<file path="src/rtl/cache_pkg.sv">
package cache_pkg;

    typedef enum logic [1:0] {
        ST_IDLE      = 2'd0,
        ST_WRITEBACK = 2'd1,
        ST_REFILL    = 2'd2
    } cache_state_t;

    localparam int WORD_BITS = 32;
    localparam int BYTE_BITS = 2;

endpackage

</file>
<file path="src/rtl/cache_age_tick.sv">
module cache_age_tick #(
    parameter int PERIOD = 16
) (
    input  logic clk,
    input  logic rst_n,
    output logic tick
);
    localparam int CNT_W = (PERIOD > 2) ? $clog2(PERIOD) : 1;

    logic [CNT_W-1:0] cnt_q;

    assign tick = (cnt_q == CNT_W'(PERIOD - 1));

    always_ff @(posedge clk) begin
        if (!rst_n)    cnt_q <= '0;
        else if (tick) cnt_q <= '0;
        else           cnt_q <= cnt_q + 1'b1;
    end
endmodule

</file>
<file path="src/rtl/cache_way_match.sv">
module cache_way_match #(
    parameter int WAYS  = 2,
    parameter int TAG_W = 27
) (
    input  logic [WAYS-1:0][TAG_W-1:0] way_tag,
    input  logic [WAYS-1:0]            way_valid,
    input  logic [TAG_W-1:0]           lookup_tag,
    output logic                       hit,
    output logic [$clog2(WAYS)-1:0]    hit_way
);
    logic [WAYS-1:0] match_vec;

    for (genvar g = 0; g < WAYS; g++) begin : g_cmp
        assign match_vec[g] = way_valid[g] && (way_tag[g] == lookup_tag);
    end

    assign hit = |match_vec;

    always_comb begin
        hit_way = '0;
        for (int w = WAYS - 1; w >= 0; w--) begin
            if (match_vec[w]) hit_way = ($clog2(WAYS))'(w);
        end
    end
endmodule

</file>
<file path="src/rtl/cache_victim_sel.sv">
module cache_victim_sel #(
    parameter int WAYS  = 2,
    parameter int AGE_W = 2
) (
    input  logic [WAYS-1:0]            way_valid,
    input  logic [WAYS-1:0][AGE_W-1:0] way_age,
    output logic [$clog2(WAYS)-1:0]    victim
);
    localparam int WAY_W = $clog2(WAYS);

    logic             have_empty, have_old;
    logic [WAY_W-1:0] empty_way,  old_way;

    always_comb begin
        have_empty = 1'b0;
        have_old   = 1'b0;
        empty_way  = '0;
        old_way    = '0;
        for (int w = WAYS - 1; w >= 0; w--) begin
            if (!way_valid[w]) begin
                have_empty = 1'b1;
                empty_way  = WAY_W'(w);
            end
            if (way_age[w] == '0) begin
                have_old = 1'b1;
                old_way  = WAY_W'(w);
            end
        end
        if (have_empty)    victim = empty_way;
        else if (have_old) victim = old_way;
        else               victim = '0;
    end
endmodule

</file>
<file path="src/rtl/setassoc_cache.sv">
module setassoc_cache
    import cache_pkg::*;
#(
    parameter int ADDR_W      = 32,
    parameter int SETS        = 4,
    parameter int WAYS        = 2,
    parameter int LINE_WORDS  = 2,
    parameter int AGE_W       = 2,
    parameter int TICK_CYCLES = 16
) (
    input  logic                         clk,
    input  logic                         rst_n,
    input  logic                         cpu_req,
    input  logic                         cpu_we,
    input  logic [ADDR_W-1:0]            cpu_addr,
    input  logic [3:0]                   cpu_be,
    input  logic [31:0]                  cpu_wdata,
    output logic                         cpu_ready,
    output logic [31:0]                  cpu_rdata,
    output logic                         mem_req,
    output logic                         mem_we,
    output logic [ADDR_W-1:0]            mem_addr,
    output logic [32*LINE_WORDS-1:0]     mem_wdata,
    input  logic [32*LINE_WORDS-1:0]     mem_rdata,
    input  logic                         mem_ready
);
    localparam int WOFF_W  = $clog2(LINE_WORDS);
    localparam int INDEX_W = $clog2(SETS);
    localparam int LOW_W   = BYTE_BITS + WOFF_W;
    localparam int TAG_W   = ADDR_W - INDEX_W - LOW_W;
    localparam int LINE_W  = WORD_BITS * LINE_WORDS;
    localparam int WAY_W   = $clog2(WAYS);
    localparam logic [AGE_W-1:0] AGE_MAX = '1;

    // Address fields
    logic [INDEX_W-1:0] set_idx;
    logic [WOFF_W-1:0]  word_sel;
    logic [TAG_W-1:0]   req_tag;

    assign word_sel = cpu_addr[BYTE_BITS +: WOFF_W];
    assign set_idx  = cpu_addr[LOW_W +: INDEX_W];
    assign req_tag  = cpu_addr[ADDR_W-1 -: TAG_W];

    // Line storage
    logic [TAG_W-1:0]             tag_q   [SETS][WAYS];
    logic [LINE_W-1:0]            data_q  [SETS][WAYS];
    logic [WAYS-1:0]              valid_q [SETS];
    logic [WAYS-1:0]              dirty_q [SETS];
    logic [WAYS-1:0][AGE_W-1:0]   age_q   [SETS];

    logic [WAYS-1:0][TAG_W-1:0]   set_tags;
    logic                         hit;
    logic [WAY_W-1:0]             hit_way, victim_way, victim_q;
    logic                         tick;

    always_comb begin
        for (int w = 0; w < WAYS; w++) set_tags[w] = tag_q[set_idx][w];
    end

    cache_way_match #(.WAYS(WAYS), .TAG_W(TAG_W)) u_match (
        .way_tag    (set_tags),
        .way_valid  (valid_q[set_idx]),
        .lookup_tag (req_tag),
        .hit        (hit),
        .hit_way    (hit_way)
    );

    cache_victim_sel #(.WAYS(WAYS), .AGE_W(AGE_W)) u_victim (
        .way_valid (valid_q[set_idx]),
        .way_age   (age_q[set_idx]),
        .victim    (victim_way)
    );

    cache_age_tick #(.PERIOD(TICK_CYCLES)) u_tick (
        .clk   (clk),
        .rst_n (rst_n),
        .tick  (tick)
    );

    // Hit data path
    logic [LINE_W-1:0] hit_line, hit_line_new;

    assign hit_line  = data_q[set_idx][hit_way];
    assign cpu_rdata = hit_line[word_sel*WORD_BITS +: WORD_BITS];

    always_comb begin
        hit_line_new = hit_line;
        for (int b = 0; b < 4; b++) begin
            if (cpu_be[b]) hit_line_new[word_sel*WORD_BITS + b*8 +: 8] = cpu_wdata[b*8 +: 8];
        end
    end

    // State register
    cache_state_t state_q, state_d;
    logic         miss_start, fill_done, acc_write;

    always_ff @(posedge clk) begin
        if (!rst_n) begin
            state_q  <= ST_IDLE;
            victim_q <= '0;
        end else begin
            state_q <= state_d;
            if (miss_start) victim_q <= victim_way;
        end
    end

    // Next state and outputs
    always_comb begin
        state_d    = state_q;
        cpu_ready  = 1'b0;
        mem_req    = 1'b0;
        mem_we     = 1'b0;
        mem_addr   = {req_tag, set_idx, {LOW_W{1'b0}}};
        mem_wdata  = data_q[set_idx][victim_q];
        miss_start = 1'b0;
        fill_done  = 1'b0;
        unique case (state_q)
            ST_IDLE: begin
                if (cpu_req && hit) begin
                    cpu_ready = 1'b1;
                end else if (cpu_req) begin
                    miss_start = 1'b1;
                    state_d = (valid_q[set_idx][victim_way] && dirty_q[set_idx][victim_way])
                              ? ST_WRITEBACK : ST_REFILL;
                end
            end
            ST_WRITEBACK: begin
                mem_req  = 1'b1;
                mem_we   = 1'b1;
                mem_addr = {tag_q[set_idx][victim_q], set_idx, {LOW_W{1'b0}}};
                if (mem_ready) state_d = ST_REFILL;
            end
            ST_REFILL: begin
                mem_req = 1'b1;
                if (mem_ready) begin
                    fill_done = 1'b1;
                    state_d   = ST_IDLE;
                end
            end
            default: state_d = ST_IDLE;
        endcase
    end

    assign acc_write = cpu_ready && cpu_we;

    // Tag and data arrays (no reset needed)
    always_ff @(posedge clk) begin
        if (acc_write) data_q[set_idx][hit_way] <= hit_line_new;
        if (fill_done) begin
            data_q[set_idx][victim_q] <= mem_rdata;
            tag_q[set_idx][victim_q]  <= req_tag;
        end
    end

    // Status bits: valid, modified, age
    always_ff @(posedge clk) begin
        if (!rst_n) begin
            for (int s = 0; s < SETS; s++) begin
                valid_q[s] <= '0;
                dirty_q[s] <= '0;
                age_q[s]   <= '0;
            end
        end else begin
            for (int s = 0; s < SETS; s++) begin
                for (int w = 0; w < WAYS; w++) begin
                    if (tick && age_q[s][w] != '0) age_q[s][w] <= age_q[s][w] - 1'b1;
                end
            end
            if (cpu_ready) age_q[set_idx][hit_way] <= AGE_MAX;
            if (acc_write) dirty_q[set_idx][hit_way] <= 1'b1;
            if (fill_done) begin
                age_q[set_idx][victim_q]   <= AGE_MAX;
                valid_q[set_idx][victim_q] <= 1'b1;
                dirty_q[set_idx][victim_q] <= 1'b0;
            end
        end
    end
endmodule

</file>
<file path="config.mk">
export PLATFORM = sky130hd
export DESIGN_NAME = setassoc_cache
export DESIGN_NICKNAME = d
export VERILOG_FILES = /design/src/rtl/cache_pkg.sv /design/src/rtl/cache_age_tick.sv /design/src/rtl/cache_way_match.sv /design/src/rtl/cache_victim_sel.sv /design/src/rtl/setassoc_cache.sv
export SDC_FILE = /design/constraint.sdc
export NUM_CORES = 1
export LEC_CHECK = 0
export ABC_AREA = 1
export BUFFER_PORTS_ARGS = -buffer_cell sky130_fd_sc_hd__clkbuf_2
export CORE_MARGIN = 2
export CORE_UTILIZATION = 50
export CTS_BUF_LIST = sky130_fd_sc_hd__clkbuf_16
export DETAILED_ROUTE_END_ITERATION = 7
export PLACE_DENSITY = 0.66
export SLEW_MARGIN = 5
export SYNTH_ARGS = -nofsm -noshare
export SYNTH_HDL_FRONTEND = slang
export SYNTH_SLANG_ARGS = --single-unit
</file>
<file path="constraint.sdc">
create_clock -name clk -period 10.3 [get_ports clk]
set_input_delay 0.515 -clock clk [delete_from_list [all_inputs] [get_ports clk]]
set_output_delay 0.515 -clock clk [all_outputs]
set_load 0.005 [all_outputs]
</file>
==> run metrics, run 1 <==
outcome=complete, no violations; Worst EP arrival=between 6 and 7 ns; Setup violations, final=0; Tot GR Track Use=29.3%; R2R Setup Slk=approximately 5.5 ns; GP Congestion=a little under 1; share of post-route cells with drive strength above 1=13.5%; Iter 0 DRT Violations=between 2000 and 3000; CP Launch Type=input port; Crit. End Element=output port; most common cell after layout, fill and taps aside=nand2_1; fin worst setup slack=roughly 3.5 ns; CP Cell Sequence=buf_4 -> clkinv_2 -> buf_4 -> nand2_1 -> nand2_1 -> nand2_1 -> nand2_1 -> nand2_1 -> nand2_1 -> a21oi_1 -> nand2_1 -> nor2_1 -> nand2_1 -> nor2_4 -> buf_4 -> nand2_2 -> buf_4 -> nand2_1 -> nand3_1 -> nand2_1 -> clkbuf_2; Seq/Total Area, Yosys=between 60% and 70%; Max Root-Sink Buffers=3; Cell Rows=97; port bufs=between 200 and 300; critical setup path kind=input port to output port; Final #Nets=roughly 3700; Core Footprint=69900 µm²; synthesized area=35200 µm²; max frequency=around 150 MHz; die height=269 µm; DR vias/cell=about 6; CTS Buf Count=81; Setup TNS=0 ns; clock root buffer=clkbuf_16; Die ar.=72500 µm²; Top FF cell, synth=edfxtp_1; synthesis-stage register bit count=approximately 770; # DRC=0; Area growth, synth to finish=13.1%; worst min path class=input port to flip-flop; wire per inst=between 20 and 25 µm; chip width=approximately 270 µm; wirelength, routed=around 110000 µm; Final min period=between 6 and 7 ns; Final Hold Fails=0; pwr/cell area=approximately 190 nW/µm²; P_leak=between 15 and 20 nW; commonest non-fill, non-tap cells in the layout=nand2_1, edfxtp_1, clkbuf_2; Post-Syn Area per Cell=10.5 µm²; first-pass GRT wire length=160000 µm; YS warnings=0; Final ANT Viol Nets=0; vias in the first global route=~25000; non-filler instance count after layout=between 4000 and 5000; Worst Path Required=approximately 9.8 ns; VDD IR max=about 130 µV; initial antenna violation count=17; Mapped Cells=3337; Synth cell types=38; Slowest Stage Delay on Critical Path=about 0.85 ns; DP Worst Slack=between 3 and 4 ns; post-cts sizing count=0; FFs w/ async S/R, synth=0%; final period utilization=approximately two thirds; Clock Pin Slew Worst Setup and Hold Paths=0.06 ns; Skew-Pair Late Insertion Delay=roughly 0.65 ns; clk_skew=approximately 0.037 ns; Overflow after GRT=0; Slew @ Worst Pin=between 1 and 1.5 ns; CTS Hold Bufs=0; RSZ-0062 raised after global routing=no; largest net degree at the start of global routing=~140; Post-synth EDFFs=744; CP max-delay cell=clkinv_2; H-tree Lvls=3; Clock Sinks=767; HPWL after detailed placement=roughly 66000 µm; Slew HR=between 20 and 25%; Filler Cell Count=roughly 6000; dpl cells=between 4000 and 5000; initial core utilization=50.3%; max cap viols=0; vias=around 27000; CTS tree=yes; CP max FO=56; Max Slew Vio Count=0; crit-path most repeated cell=nand2_1; total power=7.61 mW; 1st-pass router iterations=6; IO Count=268; postcts setup bufs=0
[through the flow]
| stage | cell area [µm²] | utilization, % | hold WS (ns) |
|---|---|---|---|
| floorplan | 35200 | - | 0.417 |
| detailed placement | 37200 | 53.3 | 0.437 |
| CTS | 39800 | 56.9 | 0.180 |
| global route | 39800 | 56.9 | 0.213 |
| finish | 39800 | 56.9 | 0.199 |
| global placement | 37200 | 53.3 | 0.441 |
[layer usage]
| layer | track usage [%] | up-vias | part of all wire, % |
|---|---|---|---|
| met1 | 38.6 | 12743 | 39 |
| met5 | 0 | - | 0.16 |
| li1 | - | 12121 | - |
| met3 | 7.55 | 251 | 11 |
| met2 | 46.6 | 1408 | 46 |
| met4 | 11.9 | 24 | 3.8 |
[layout make-up]
type | count | area, µm² | share of cell area, %
inverters | 106 | 404 | 1.02
clock inverters | 63 | 500 | 1.26
flip-flops and latches | 767 | 22800 | 57.3
diodes | 5 | 12.5 | 0.0314
well taps | 940 | 1180 | 2.95
clock buffers | 82 | 2050 | 5.16
repair buffers | 297 | 1590 | 3.99
multi-input cells | 2283 | 11300 | 28.3
[synth_stat cells, drive strengths merged, types with 12 or more instances]
| master | n | area [µm²] |
|---|---|---|
| a22o | 49 | 429 |
| ha | 12 | 150 |
| inv | 105 | 394 |
| and2 | 50 | 313 |
| nand4 | 13 | 81.3 |
| nand3 | 275 | 1580 |
| mux2i | 64 | 641 |
| buf | 81 | 508 |
| a21oi | 19 | 95.1 |
| o22ai | 28 | 175 |
| clkbuf | 102 | 383 |
| edfxtp | 744 | 22300 |
| nor2 | 130 | 500 |
| dfxtp | 23 | 460 |
| o21ai | 59 | 295 |
| a221oi | 78 | 683 |
| nand2 | 1361 | 5110 |
| a22oi | 112 | 841 |
[flip-flops by register name, summed over array words and instances, names as in the netlist]
register and flops:
age_q 16, victim_q 1, u_tick.cnt_q 4, data_q 512, valid_q 8, dirty_q 8, state_q 2, tag_q 216
[critical path, delay by kind of cell]
kind,cells,cell delay [ns]
AO/OA/AOI/OAI,1,0.25
buffers and inverters,6,3.25
AND/OR/NAND/NOR,14,2.18
[final timing paths]
path	startpoint	endpoint	cells after the start
worst max-delay path	cpu_addr[3]	cpu_rdata[20]	21
worst min register to register	u_tick.cnt_q[0]	u_tick.cnt_q[0]	1
worst min-delay path	cpu_addr[29]	tag_q[0][51]	1
worst max register to register	state_q[0]	data_q[3][70]	10
[cells by family after synthesis]
logic type | synth area share, %
AND/OR/NAND/NOR | 21.8
flip-flops | 64.8
AO/OA/AOI/OAI | 7.46
buffers and inverters | 3.66
multiplexers | 1.82
adder cells (fa/ha/maj) | 0.427
other | 0.0107
[power breakdown]
group | internal (mW) | switching, mW | total, mW | leakage [nW]
clock | 1.62 | 1.22 | 2.84 | 1.33
sequential | 3.61 | 0.0233 | 3.64 | 6.94
combinational | 0.315 | 0.817 | 1.13 | 7.64
(Power assumes the default switching activity.)
==> run 2: changes to the inputs <==
clock period = 6.4 ns   (was 10.3 ns; I/O delays follow)
==> run metrics, run 2 (same netlist as run 1, synthesis figures left out) <==
CP max FO=39 (was 56); dpl cell area=37400 µm² (was 37200 µm²); hold wc startpoint=cpu_addr[24] (was cpu_addr[29]); RSZ-0062 raised after global routing=no (unchanged); Slew @ Worst Pin=1.16 ns (was 1.17 ns); CP bufs+invs=5 (was 6); wire per inst=23.5 µm (was 23.9 µm); Sw Share=27.1% (was 27.0%); worst min path class=input port to flip-flop (unchanged); IO Count=268 (unchanged); commonest non-fill, non-tap cells in the layout=nand2_1, edfxtp_1, clkbuf_2 (unchanged); switching pwr=3.29 mW (was 2.06 mW); Cell Rows=97 (unchanged); power share of the sequential group=48.3% (was 47.8%); Setup violations, final=0 (unchanged); Max Root-Sink Buffers=3 (unchanged); 1st-pass router iterations=6 (unchanged); R2R Setup Slk=2.75 ns (was 5.45 ns); Skew-Pair Late Insertion Delay=0.64 ns (was 0.65 ns); Cells on Worst Hold Path=1 (unchanged); Top Registers=data_q (512), tag_q (216), age_q (16) (unchanged); CTS Hold Bufs=0 (unchanged); Core Footprint=69900 µm² (unchanged); crit-path most repeated cell=nand2_1 (unchanged); clk_skew=0.0361 ns (was 0.0372 ns); Most flops, register=data_q (unchanged); final instance area=40000 µm² (was 39800 µm²); storage element area=22800 µm² (unchanged); postcts setup bufs=0 (unchanged); Power Internal=8.86 mW (was 5.55 mW); max cap viols=0 (unchanged); Tot GR Track Use=28.8% (was 29.3%); DP Worst Slack=1.85 ns (was 3.47 ns); final period utilization=about 72%; largest net degree at the start of global routing=135 (unchanged); die height=269 µm (unchanged); CP max-delay cell=inv_2 (was clkinv_2); worst reg-to-reg path cell count=7 (was 10); CP Launch Type=input port (unchanged); worst r2r src=victim_q (was state_q[0]); Overflow after GRT=0 (unchanged); H-tree Lvls=3 (unchanged); DR vias/cell=5.80 (was 5.84); combinational share of power=14.8% (was 14.9%); Final Hold Fails=0 (unchanged); Max Slew Vio Count=0 (unchanged); Worst Path Required=6.08 ns (was 9.79 ns); Die ar.=72500 µm² (unchanged); Final ANT Viol Nets=0 (unchanged); Slew HR=22.6% (was 21.7%); pwr/cell area=304 nW/µm² (was 191 nW/µm²); Filler Cell Count=5888 (was 6023); Slowest Stage Delay on Critical Path=0.73 ns (was 0.85 ns); outcome=complete, no violations (unchanged); Clock Pin Slew Worst Setup and Hold Paths=0.06 ns (about the same); wirelength, routed=107000 µm (was 108000 µm); Final #Nets=3695 (was 3685); most common cell after layout, fill and taps aside=nand2_1 (unchanged); post-cts sizing count=0 (unchanged); Clock Power Share=36.8% (was 37.3%); critical setup path kind=input port to output port (unchanged); fin worst setup slack=1.76 ns (was 3.47 ns); max FFs per register=512 (unchanged); CTS Buf Count=81 (unchanged); VDD IR max=233 µV (was 127 µV); Hold EP=tag_q[2][46] (was tag_q[0][51]); Worst EP arrival=4.32 ns (was 6.32 ns); max frequency=216 MHz; initial core utilization=50.3% (unchanged); CP Cell Sequence=clkbuf_2 -> inv_2 -> buf_4 -> nand2_1 -> nand3_1 -> nand2_1 -> nor2_1 -> nand3_1 -> nor2_1 -> nand2_4 -> nand2_2 -> buf_4 -> nand2_1 -> nand3_1 -> nand2_1 -> clkbuf_2 (was buf_4 -> clkinv_2 -> buf_4 -> nand2_1 -> nand2_1 -> nand2_1 -> nand2_1 -> nand2_1 -> nand2_1 -> a21oi_1 -> nand2_1 -> nor2_1 -> nand2_1 -> nor2_4 -> buf_4 -> nand2_2 -> buf_4 -> nand2_1 -> nand3_1 -> nand2_1 -> clkbuf_2); CTS tree=yes (unchanged); CP delay by family, top=simple AND/OR/NAND/NOR gates (was buffers and inverters); chip width=269 µm (unchanged); initial antenna violation count=26 (was 17); Area growth, synth to finish=13.6% (was 13.1%); GP Congestion=0.955 (was 0.963); vias in the first global route=24519 (was 25142); multi-input logic area=11300 µm² (unchanged); vias=26482 (was 26547); r2r endpoint=data_q[1][14] (was data_q[3][70]); share of post-route cells with drive strength above 1=13.8% (was 13.5%); Iter 0 DRT Violations=2582 (was 2630); HPWL after detailed placement=65000 µm (was 65800 µm); P_leak=16.0 nW (was 15.9 nW); total power=12.2 mW (was 7.61 mW); first-pass GRT wire length=157000 µm (was 160000 µm); # DRC=0 (unchanged); clock root buffer=clkbuf_16 (unchanged); Final min period=between 4 and 5 ns; port bufs=262 (unchanged); Crit. End Element=output port (unchanged); Setup TNS=0 ns (unchanged); Clock Sinks=767 (unchanged)
## run 2: cell count changes in the layout (fill, tap and decap cells not counted), moves of 2 or more
cell and delta:
clkinv_8 +2, bufinv_16 -2, inv_1 -2, clkinv_1 +4, buf_12 +9, clkinv_2 +2, diode_2 +6
## run 2: power groups by stage
stage | clock network, mW | registers, mW | logic (mW)
2_1_floorplan | 0 | 5.95 | 1.03
3_3_place_gp | 0 | 5.97 | 1.75
3_5_place_dp | 0 | 5.98 | 1.76
4_1_cts | 4.52 | 5.87 | 1.77
5_1_grt | 4.71 | 5.89 | 1.95
6_report | 4.48 | 5.88 | 1.80
## run 2: layout make-up
class | count | share of cell area, %
antenna | 11 | 0.0688
clock buffer | 82 | 5.13
clock inverter | 67 | 1.20
inverter | 106 | 1.01
multi-input combinational | 2283 | 28.2
sequential | 767 | 57.0
tap | 940 | 2.94
timing repair buffer | 307 | 4.44
## run 2: worst max-delay path by stage
stage	depth (start not counted)	end	start	slack [ns]
floorplan	18	data_q[0][0]	cpu_addr[3]	1.41
global placement	16	cpu_rdata[17]	cpu_addr[4]	1.89
detailed placement	16	cpu_rdata[5]	cpu_addr[4]	1.85
CTS	16	cpu_rdata[5]	cpu_addr[4]	1.82
global route	19	cpu_rdata[20]	cpu_addr[3]	1.52
finish	16	cpu_rdata[17]	cpu_addr[4]	1.76
## run 2: metal layers
layer	track usage, %	vias to the layer above	wire (µm)
li1	-	12149	-
met1	38.5	12743	41900
met2	45.8	1345	49900
met3	7.82	217	11700
met4	9.99	28	3300
met5	0	-	189
## run 2: through the flow
| stage | hold slack [ns] | util (%) | std cells |
|---|---|---|---|
| finish | 0.0213 | 57.2 | 4563 |
| global route | 0.0384 | 57.2 | 4559 |
| CTS | 0.00595 | 57.2 | 4552 |
| detailed placement | 0.435 | 53.5 | 4403 |
| global placement | 0.428 | 53.5 | 4403 |
| floorplan | 0.417 | - | 3339 |
